==> src/rtl/gpio_bank_pkg.sv <==
package gpio_bank_pkg;
   localparam int WORD_W       = 32;
   localparam int REG_AW       = 5;
   localparam int MAX_PINS     = 32;
   localparam int FN_W         = 2;
   localparam int PINS_PER_FN  = WORD_W / FN_W;

   typedef enum logic [REG_AW-1:0] {
      OFS_LEVEL = 5'h00,
      OFS_DIR   = 5'h04,
      OFS_SET   = 5'h08,
      OFS_CLR   = 5'h0C,
      OFS_FNLO  = 5'h10,
      OFS_FNHI  = 5'h14
   } reg_ofs_e;
endpackage

==> src/rtl/gpio_bank_sync.sv <==
module gpio_bank_sync
   import gpio_bank_pkg::*;
#(
   parameter int W = 32
) (
   input  logic         clk,
   input  logic         rst_n,
   input  logic [W-1:0] din,
   output logic [W-1:0] level_o
);
   logic [W-1:0] meta_q;
   logic [W-1:0] stab_q;
   logic [1:0]   warm_q;

   always_ff @(posedge clk) begin
      if (!rst_n) begin
         meta_q <= '0;
         stab_q <= '0;
      end else begin
         meta_q <= din;
         stab_q <= meta_q;
      end
   end

   assign level_o = stab_q;

   always_ff @(posedge clk) begin
      if (!rst_n)                warm_q <= '0;
      else if (warm_q != 2'd3)   warm_q <= warm_q + 2'd1;
   end


   level_delay_chk: assert property (@(posedge clk) disable iff (!rst_n)
      (warm_q == 2'd3) |-> (level_o == $past(din, 2)));
endmodule

==> src/rtl/gpio_bank_outs.sv <==
module gpio_bank_outs #(
   parameter int W = 32
) (
   input  logic         clk,
   input  logic         rst_n,
   input  logic         set_we,
   input  logic         clr_we,
   input  logic         dir_we,
   input  logic [W-1:0] wdata,
   output logic [W-1:0] out_q,
   output logic [W-1:0] dir_q
);
   for (genvar p = 0; p < W; p++) begin : g_pin
      always_ff @(posedge clk) begin
         if (!rst_n) begin
            out_q[p] <= 1'b0;
         end else if (set_we && wdata[p]) begin
            out_q[p] <= 1'b1;
         end else if (clr_we && wdata[p]) begin
            out_q[p] <= 1'b0;
         end
      end
   end

   always_ff @(posedge clk) begin
      if (!rst_n)      dir_q <= '0;
      else if (dir_we) dir_q <= wdata;
   end


   set_drives_high_chk: assert property (@(posedge clk) disable iff (!rst_n)
      set_we |=> ((out_q & $past(wdata)) == $past(wdata)));

   set_keeps_rest_chk: assert property (@(posedge clk) disable iff (!rst_n)
      set_we |=> ((out_q & ~$past(wdata)) == ($past(out_q) & ~$past(wdata))));

   clr_drives_low_chk: assert property (@(posedge clk) disable iff (!rst_n)
      clr_we |=> ((out_q & $past(wdata)) == '0));

   latch_hold_chk: assert property (@(posedge clk) disable iff (!rst_n)
      !(set_we || clr_we) |=> $stable(out_q));

   dir_load_chk: assert property (@(posedge clk) disable iff (!rst_n)
      dir_we |=> (dir_q == $past(wdata)));
endmodule

==> src/rtl/gpio_bank_fsel.sv <==
module gpio_bank_fsel
   import gpio_bank_pkg::*;
#(
   parameter int W = 32
) (
   input  logic              clk,
   input  logic              rst_n,
   input  logic              lo_we,
   input  logic              hi_we,
   input  logic [WORD_W-1:0] wdata,
   output logic [FN_W*W-1:0] fsel,
   output logic [WORD_W-1:0] lo_rd,
   output logic [WORD_W-1:0] hi_rd
);
   for (genvar p = 0; p < W; p++) begin : g_pin
      localparam int  SLOT  = p % PINS_PER_FN;
      localparam bit  UPPER = (p >= PINS_PER_FN);
      logic            we;
      logic [FN_W-1:0] fs_q;

      assign we = UPPER ? hi_we : lo_we;

      always_ff @(posedge clk) begin
         if (!rst_n)  fs_q <= '0;
         else if (we) fs_q <= wdata[FN_W*SLOT +: FN_W];
      end

      assign fsel[FN_W*p +: FN_W] = fs_q;
   end

   always_comb begin
      lo_rd = '0;
      hi_rd = '0;
      for (int p = 0; p < W; p++) begin
         if (p >= PINS_PER_FN) hi_rd[FN_W*(p % PINS_PER_FN) +: FN_W] = fsel[FN_W*p +: FN_W];
         else                  lo_rd[FN_W*(p % PINS_PER_FN) +: FN_W] = fsel[FN_W*p +: FN_W];
      end
   end


   fsel_lo_load_chk: assert property (@(posedge clk) disable iff (!rst_n)
      lo_we |=> (fsel[FN_W-1:0] == $past(wdata[FN_W-1:0])));

   fsel_hold_chk: assert property (@(posedge clk) disable iff (!rst_n)
      !(lo_we || hi_we) |=> $stable(fsel));
endmodule

==> src/rtl/gpio_bank_regs.sv <==
module gpio_bank_regs
   import gpio_bank_pkg::*;
#(
   parameter int PIN_COUNT = 21
) (
   input  logic                      clk,
   input  logic                      rst_n,
   input  logic                      bus_sel,
   input  logic                      bus_wr,
   input  logic [REG_AW-1:0]         bus_addr,
   input  logic [WORD_W-1:0]         bus_wdata,
   output logic [WORD_W-1:0]         bus_rdata,
   input  logic [PIN_COUNT-1:0]      pin_in,
   output logic [PIN_COUNT-1:0]      pin_out,
   output logic [PIN_COUNT-1:0]      pin_oe,
   output logic [FN_W*PIN_COUNT-1:0] pin_func
);
   if (PIN_COUNT < 1 || PIN_COUNT > MAX_PINS) begin : g_bad_count
      $error("gpio_bank_regs: PIN_COUNT must be 1..32");
   end

   logic wr_acc, rd_acc;
   logic we_set, we_clr, we_dir, we_flo, we_fhi;
   logic [PIN_COUNT-1:0] level;
   logic [WORD_W-1:0]    fn_lo_rd, fn_hi_rd;

   assign wr_acc = bus_sel &&  bus_wr;
   assign rd_acc = bus_sel && !bus_wr;
   assign we_set = wr_acc && (bus_addr == OFS_SET);
   assign we_clr = wr_acc && (bus_addr == OFS_CLR);
   assign we_dir = wr_acc && (bus_addr == OFS_DIR);
   assign we_flo = wr_acc && (bus_addr == OFS_FNLO);
   assign we_fhi = wr_acc && (bus_addr == OFS_FNHI);

   gpio_bank_sync #(.W(PIN_COUNT)) i_sync (
      .clk     (clk),
      .rst_n   (rst_n),
      .din     (pin_in),
      .level_o (level)
   );

   gpio_bank_outs #(.W(PIN_COUNT)) i_outs (
      .clk    (clk),
      .rst_n  (rst_n),
      .set_we (we_set),
      .clr_we (we_clr),
      .dir_we (we_dir),
      .wdata  (bus_wdata[PIN_COUNT-1:0]),
      .out_q  (pin_out),
      .dir_q  (pin_oe)
   );

   gpio_bank_fsel #(.W(PIN_COUNT)) i_fsel (
      .clk   (clk),
      .rst_n (rst_n),
      .lo_we (we_flo),
      .hi_we (we_fhi),
      .wdata (bus_wdata),
      .fsel  (pin_func),
      .lo_rd (fn_lo_rd),
      .hi_rd (fn_hi_rd)
   );

   always_comb begin
      bus_rdata = '0;
      if (rd_acc) begin
         unique case (bus_addr)
            OFS_LEVEL: bus_rdata = WORD_W'(level);
            OFS_DIR:   bus_rdata = WORD_W'(pin_oe);
            OFS_FNLO:  bus_rdata = fn_lo_rd;
            OFS_FNHI:  bus_rdata = fn_hi_rd;
            default:   bus_rdata = '0;
         endcase
      end
   end


   strobe_reads_zero_chk: assert property (@(posedge clk) disable iff (!rst_n)
      (rd_acc && (bus_addr == OFS_SET || bus_addr == OFS_CLR)) |-> (bus_rdata == '0));

   dir_readback_chk: assert property (@(posedge clk) disable iff (!rst_n)
      (rd_acc && bus_addr == OFS_DIR) |-> (bus_rdata[PIN_COUNT-1:0] == pin_oe));
endmodule

==> config.mk <==
export PLATFORM = sky130hd
export DESIGN_NAME = gpio_bank_regs
export DESIGN_NICKNAME = d
export VERILOG_FILES = /design/src/rtl/gpio_bank_pkg.sv /design/src/rtl/gpio_bank_sync.sv /design/src/rtl/gpio_bank_outs.sv /design/src/rtl/gpio_bank_fsel.sv /design/src/rtl/gpio_bank_regs.sv
export SDC_FILE = /design/constraint.sdc
export NUM_CORES = 1
export LEC_CHECK = 0
export ABC_AREA = 1
export BUFFER_PORTS_ARGS = -buffer_cell sky130_fd_sc_hd__buf_2
export CORE_ASPECT_RATIO = 0.8
export CORE_MARGIN = 4
export CORE_UTILIZATION = 45
export CTS_CLUSTER_DIAMETER = 60
export DETAILED_ROUTE_END_ITERATION = 12
export PLACE_DENSITY = 0.8
export SETUP_SLACK_MARGIN = 0.3
export SLEW_MARGIN = 20
export SYNTH_ARGS = -nofsm -noshare
export SYNTH_HDL_FRONTEND = slang
export SYNTH_HIERARCHICAL = 1
export SYNTH_SLANG_ARGS = --single-unit
==> constraint.sdc <==
create_clock -name clk -period 3.5 [get_ports clk]
set_clock_uncertainty 0.1 [all_clocks]
set_input_delay 0 -clock clk [delete_from_list [all_inputs] [get_ports clk]]
set_output_delay 0 -clock clk [all_outputs]
set_load 0.01 [all_outputs]
==> flow_summary.yaml, run 1 <==
clocking:
  numClockSinks: 126
  cts.clk_slew.worst_paths_ns: 0.06
  cts_buffer_depth: 2
  cts_root_buffer: "clkbuf_16"
  cts_inserted_buffers: 17
  cts_resized: 0
  htree_levels: 4
  cts_tree: "built"
  insertion_delay_ns: 0.41
job:
  maxCapViolations: 0
timing:
  slew_headroom_pct: 32.5
  post-route-period-util_pct: 53.3
  hold_violations: 0
  rsz0062_at_grt: "no"
  period_needed_ns: 1.87
  fmaxAchievable_mhz: 536
  fin_setup_tns_ns: 0
  drv_slew: 0
  setup_viol: 0
  worst_slack_ns: 1.63
  worst_pin_slew_ns: 1.01
global_routing:
  gr-usage-all-layers_pct: 22.4
  overflow: 0
  antenna_found_initial: 0
  grt_pass1_vias: 5368
  grt_max_degree: 86
  grt_pass1_wl_um: 28400
die:
  initial_utilization_pct: 46.0
  core_mm2: 0.0136
  io_pins: 178
  die_w_um: 140
  rows: 38
  die_area_mm2: 0.0158
  chipHeight_um: 113
route:
  routed_wl_um: 18100
  vias: 6064
  avgViaCountPerCell: 4.82
  drc: 0
  wire_per_inst_um: 14.4
  drtPass1Iterations: 6
  antenna_left: 0
  drt_iter0_drc: 537
critical_path:
  worst-setup-path-type: "input pin to output port"
  cp.required_ns: 3.40
  cp_max_fo: 43
  arrival_ns: 1.77
  worstSetupEndpointType: "output port"
  worst_setup_path_start_kind: "input pin"
synth:
  syn_avg_cell_area_um2: 6.84
  synth.distinct_cells: 22
  ys_warn_count: 6
  synth_area_mm2: 0.00623
  seq_area_frac_synth_pct: 40.5
  ys_ff_latch: 126
  netlist_instances: 910
place:
  place.gp.congestion: 0.852
  dp_hpwl_um: 12300
  numPortBuffers: 177
  dp_slack_ns: 1.45
power:
  p_leak_nw: 4.04
  p_per_area_mw_per_mm2: 451
  irDropWorstVdd_v: 0.000341
run_status:
  outcome: "completed"
worst_hold_path:
  worst_hold_path_type: "input pin to flop"
finish:
  syn_to_final_growth_pct: 24.0
  diodes: 0
  drive_above_1_share_pct: 21.5
  num-nets-final: 1127
-- final timing paths --
check / cells past startpoint / slack (ns) / end / from
setup / recovery: 8 / 1.63 / bus_rdata[23] / bus_addr[3]
hold / removal: 3 / 0.02 / i_sync/level_o[18]$_SDFF_PN0_ / rst_n
setup reg to reg: 2 / 2.69 / i_outs/dir_q[6]$_SDFFE_PN0P_ / i_outs/dir_q[6]$_SDFFE_PN0P_
hold reg to reg: 2 / 0.31 / i_sync/level_o[12]$_SDFF_PN0_ / i_sync/meta_q[12]$_SDFF_PN0_
-- kinds of logic (layout without fill, tap and decap cells) --
family,count (synthesis),after routing,synth area share [%]
flops,126,126,40.5
simple gates,523,523,35.4
buf+inv,207,354,19.7
compound gates,53,53,4.38
other cells,1,22,0.0602
-- where the power goes --
group / internal, mW / switching (mW) / total (mW)
logic: 0.101 / 0.160 / 0.261
registers: 1.46 / 0.0114 / 1.48
clock network: 1.09 / 0.663 / 1.75
-- cells in the final DEF (no fill, tap or decap), types with 5 or more instances in the layout --
| cell type | count |
|---|---|
| nand2_1 | 257 |
| buf_4 | 13 |
| nand4_1 | 84 |
| a21oi_1 | 30 |
| nor2_1 | 172 |
| dfxtp_1 | 126 |
| buf_2 | 176 |
| conb_1 | 22 |
| o21ai_0 | 21 |
| inv_1 | 79 |
| clkbuf_16 | 17 |
| clkinvlp_4 | 5 |
| dlygate4sd3_1 | 53 |
-- layout make-up --
| type | instances | area, um^2 |
|---|---|---|
| clock buffers | 19 | 453 |
| flip-flops and latches | 126 | 2520 |
| repair buffers | 242 | 1510 |
| multi-input cells | 598 | 2580 |
| fillers | 1300 | 5820 |
| clock inverters | 13 | 139 |
| well taps | 180 | 225 |
| inverters | 80 | 300 |
-- state kept, by name, indices dropped and copies added (netlist names) --
| signal | flops |
|---|---|
| i_fsel/g_pin.fs_q | 42 |
| i_outs/dir_q | 21 |
| i_outs/out_q | 21 |
| i_sync/level_o | 21 |
| i_sync/meta_q | 21 |
-- per-stage QoR --
step	util, %	power, mW	hold slack, ns	instance area, um^2	std cells
global placement	48.7	1.71	0.0850	6600	1173
floorplan	-	1.66	-0.00655	6310	931
CTS	57.0	3.50	0.0265	7730	1258
finish	57.0	3.48	0.0231	7730	1258
detailed placement	48.7	1.72	0.0877	6600	1173
global route	57.0	3.60	0.0635	7730	1258
-- Yosys cell counts --
cell type | instances | share of area [%]
nor2_1 | 172 | 10
clkbuf_1 | 8 | 0.48
nand2_1 | 257 | 15
nand3_1 | 1 | 0.080
buf_8 | 4 | 0.96
inv_1 | 79 | 4.8
clkbuf_4 | 2 | 0.24
buf_6 | 12 | 2.2
dfxtp_1 | 126 | 40
nor2_2 | 3 | 0.30
buf_1 | 3 | 0.18
o21ai_0 | 21 | 1.7
clkbuf_2 | 2 | 0.16
a21oi_2 | 2 | 0.28
buf_4 | 74 | 8.9
nand4_1 | 84 | 8.4
inv_2 | 1 | 0.060
a21oi_1 | 30 | 2.4
nor3_1 | 4 | 0.32
conb_1 | 1 | 0.060
nor2_4 | 2 | 0.36
buf_2 | 22 | 1.8
-- layer usage --
layer  track usage, %  vias up  wire length (um)
met2             35.4      213              8350
met4             6.33        0               312
met5                0        -                 0
met1             29.7     2764              7800
li1                 -     3065                 -
met3             7.18       22              1640
-- worst max-delay path: stages --
cell and delay (ns):
buf_2 0.15, nor2_4 0.10, buf_4 0.41, nand2_1 0.17, nor2_2 0.42, nand2_1 0.09
a21oi_1 0.22, buf_2 0.19
-- timing repair --
item	in CTS	in global routing
buffers inserted	0	0
hold endpoints to repair	105	0
hold buffers	53	0
(Power assumes the default switching activity.)
==> inputs of run 2 (changes only) <==
--- a/config.mk
+++ b/config.mk
@@ -12,7 +12,7 @@
 export CORE_UTILIZATION = 45
 export CTS_CLUSTER_DIAMETER = 60
 export DETAILED_ROUTE_END_ITERATION = 12
-export PLACE_DENSITY = 0.8
+export PLACE_DENSITY = 0.82
 export SETUP_SLACK_MARGIN = 0.3
 export SLEW_MARGIN = 20
 export SYNTH_ARGS = -nofsm -noshare
==> constraint.sdc (replaced) <==
create_clock -name clk -period 1.6 [get_ports clk]
set_clock_uncertainty 0.1 [all_clocks]
set_input_delay 0 -clock clk [delete_from_list [all_inputs] [get_ports clk]]
set_output_delay 0 -clock clk [all_outputs]
set_load 0.01 [all_outputs]
==> flow_summary.yaml, run 2 (same netlist as run 1, synthesis figures left out) <==
critical_path:
  reg2reg_to: "i_outs/dir_q[15]$_SDFFE_PN0P_"
  cp_num_buf_inv: 1
  cpPeakStageDelay_ns: 0.32
  cp_cell_sequence: "nand4_1, nand2_1, nor2_1, nor2_1, buf_2"
  arrival_ns: 1.31
  worstRegToRegCells: 3
  cpMostUsedCell: "nor2_1"
  endpoint: "bus_rdata[1]"
  worst_setup_path_start_kind: "flop"
  cp.required_ns: 1.50
  r2r_slack_ns: 0.70
  cp.depth: 5
  cp_slowest_cell: "dfxtp_2"
  worst-setup-path-type: "flop to output port"
  reg2reg_from: "i_outs/dir_q[15]$_SDFFE_PN0P_"
  critical_path.top_delay_family: "simple AND/OR/NAND/NOR gates"
  worstSetupEndpointType: "output port"
  cp_max_fo: 2
  critPathLaunch: "i_fsel/g_pin[16].fs_q[1]$_SDFFE_PN0P_"
global_routing:
  gr-usage-all-layers_pct: 24.3
  grt_max_degree: 45
  grt_pass1_vias: 6091
  overflow: 0
  grt_pass1_wl_um: 30900
  antenna_found_initial: 1
power:
  seq_power_share_pct: 41.4
  irDropWorstVdd_v: 0.000761
  comb_power_share_pct: 8.6
  p_sw_mw: 1.80
  totalPowerFinal_mw: 7.79
  p_per_area_mw_per_mm2: 926
  p_int_mw: 6.00
  p_clk_share_pct: 50.1
  swShare_pct: 23.1
  p_leak_nw: 4.41
finish:
  drive_above_1_share_pct: 29.7
  largest_register_ff_count: 42
  fillers: 1154
  num-nets-final: 1189
  final_common_cell: "nand2_1"
  syn_to_final_growth_pct: 35.2
  top_register: "i_fsel/g_pin.fs_q"
  diodes: 0
  layout_common_cells: "256 x nand2_1, 176 x buf_2, 167 x nor2_1"
die:
  die_area_mm2: 0.0158
  core_mm2: 0.0136
  rows: 38
  initial_utilization_pct: 46.0
  chipHeight_um: 113
  die_w_um: 140
  io_pins: 178
timing:
  fmaxAchievable_mhz: 711
  period_needed_ns: 1.41
  fin_setup_tns_ns: 0
  rsz0062_at_grt: "yes"
  hold_violations: 0
  slew_headroom_pct: 54.3
  post-route-period-util_pct: 88.0
  worst_pin_slew_ns: 0.685
  drv_slew: 0
  setup_viol: 0
route:
  vias: 6410
  drt_iter0_drc: 641
  routed_wl_um: 19500
  avgViaCountPerCell: 4.86
  drtPass1Iterations: 5
  wire_per_inst_um: 14.7
  antenna_left: 0
  drc: 0
clocking:
  insertion_delay_ns: 0.41
  cts_root_buffer: "clkbuf_16"
  cts_inserted_buffers: 17
  htree_levels: 4
  cts_tree: "built"
  numClockSinks: 126
  cts.clk_slew.worst_paths_ns: 0.06
  cts_buffer_depth: 2
place:
  place.gp.congestion: 0.841
  numPortBuffers: 177
  dp_hpwl_um: 12500
job:
  maxCapViolations: 0
worst_hold_path:
  worst_hold_path_type: "input pin to flop"
run_status:
  outcome: "completed"
[run 2: cell types whose count changed in the layout (fill, tap and decap cells not counted), sizes merged]
cell and change:
buf +48, bufinv +1, clkbuf +1, clkinv +2, clkinvlp -2, dlygate4sd3 +13, inv -2, nor2 +1
[run 2: cell type report]
class	instances	area (um^2)	area share, %
clock buffer	20	457	5.43
sequential	126	2600	30.8
clock inverter	12	143	1.69
timing repair buffer	303	2090	24.8
tap	180	225	2.68
inverter	80	300	3.57
multi-input combinational	599	2610	31.0
[run 2: timing repair]
item	4_1_cts	5_1_grt
hold buffers	66	0
resized for setup	56	5
pin swaps	37	33
hold endpoints to repair	114	0
gates cloned	0	1
setup buffers	34	5
endpoints found under the setup margin	32	24
[run 2: per-layer routing]
layer	track usage [%]	part of all wire, %	wire [um]
met1	30.8	41	8060
met5	0	0.036	7
met4	10.5	3.3	651
met2	37.8	45	8800
met3	8.32	10	1940
[run 2: worst min-delay path by stage]
stage | startpoint | to | cells past startpoint
detailed placement | pin_in[19] | i_sync/meta_q[19]$_SDFF_PN0_ | 3
floorplan | pin_in[19] | i_sync/meta_q[19]$_SDFF_PN0_ | 2
finish | rst_n | i_fsel/g_pin[6].fs_q[0]$_SDFFE_PN0P_ | 4
global placement | pin_in[19] | i_sync/meta_q[19]$_SDFF_PN0_ | 3
CTS | rst_n | i_fsel/g_pin[6].fs_q[0]$_SDFFE_PN0P_ | 4
global route | rst_n | i_sync/meta_q[5]$_SDFF_PN0_ | 4
[run 2: worst min-delay path, cell delays in order]
cell     delay, ns
buf_4         0.18
buf_4         0.21
nand2_1       0.08
nor2_1        0.03
[run 2: power by group through the flow]
stage,Sequential [mW],Combinational (mW),Clock [mW]
after floorplan,3.29,0.347,0
after global placement,3.30,0.497,0
after detailed placement,3.29,0.504,0
after CTS,3.23,0.643,3.94
after global routing,3.23,0.730,4.10
final,3.22,0.667,3.90
[run 2: through the flow]
step | setup WS [ns] | hold slack (ns) | cell area (um^2) | instances | util (%)
2_1_floorplan | 0.310 | -0.00655 | 6320 | 931 | -
3_3_place_gp | 0.223 | 0.0808 | 6770 | 1182 | 50.0
3_5_place_dp | 0.142 | 0.0835 | 6770 | 1182 | 50.0
4_1_cts | 0.180 | 0.00718 | 8360 | 1314 | 61.7
5_1_grt | 0.118 | 0.0445 | 8420 | 1320 | 62.1
6_report | 0.193 | 0.0251 | 8420 | 1320 | 62.1
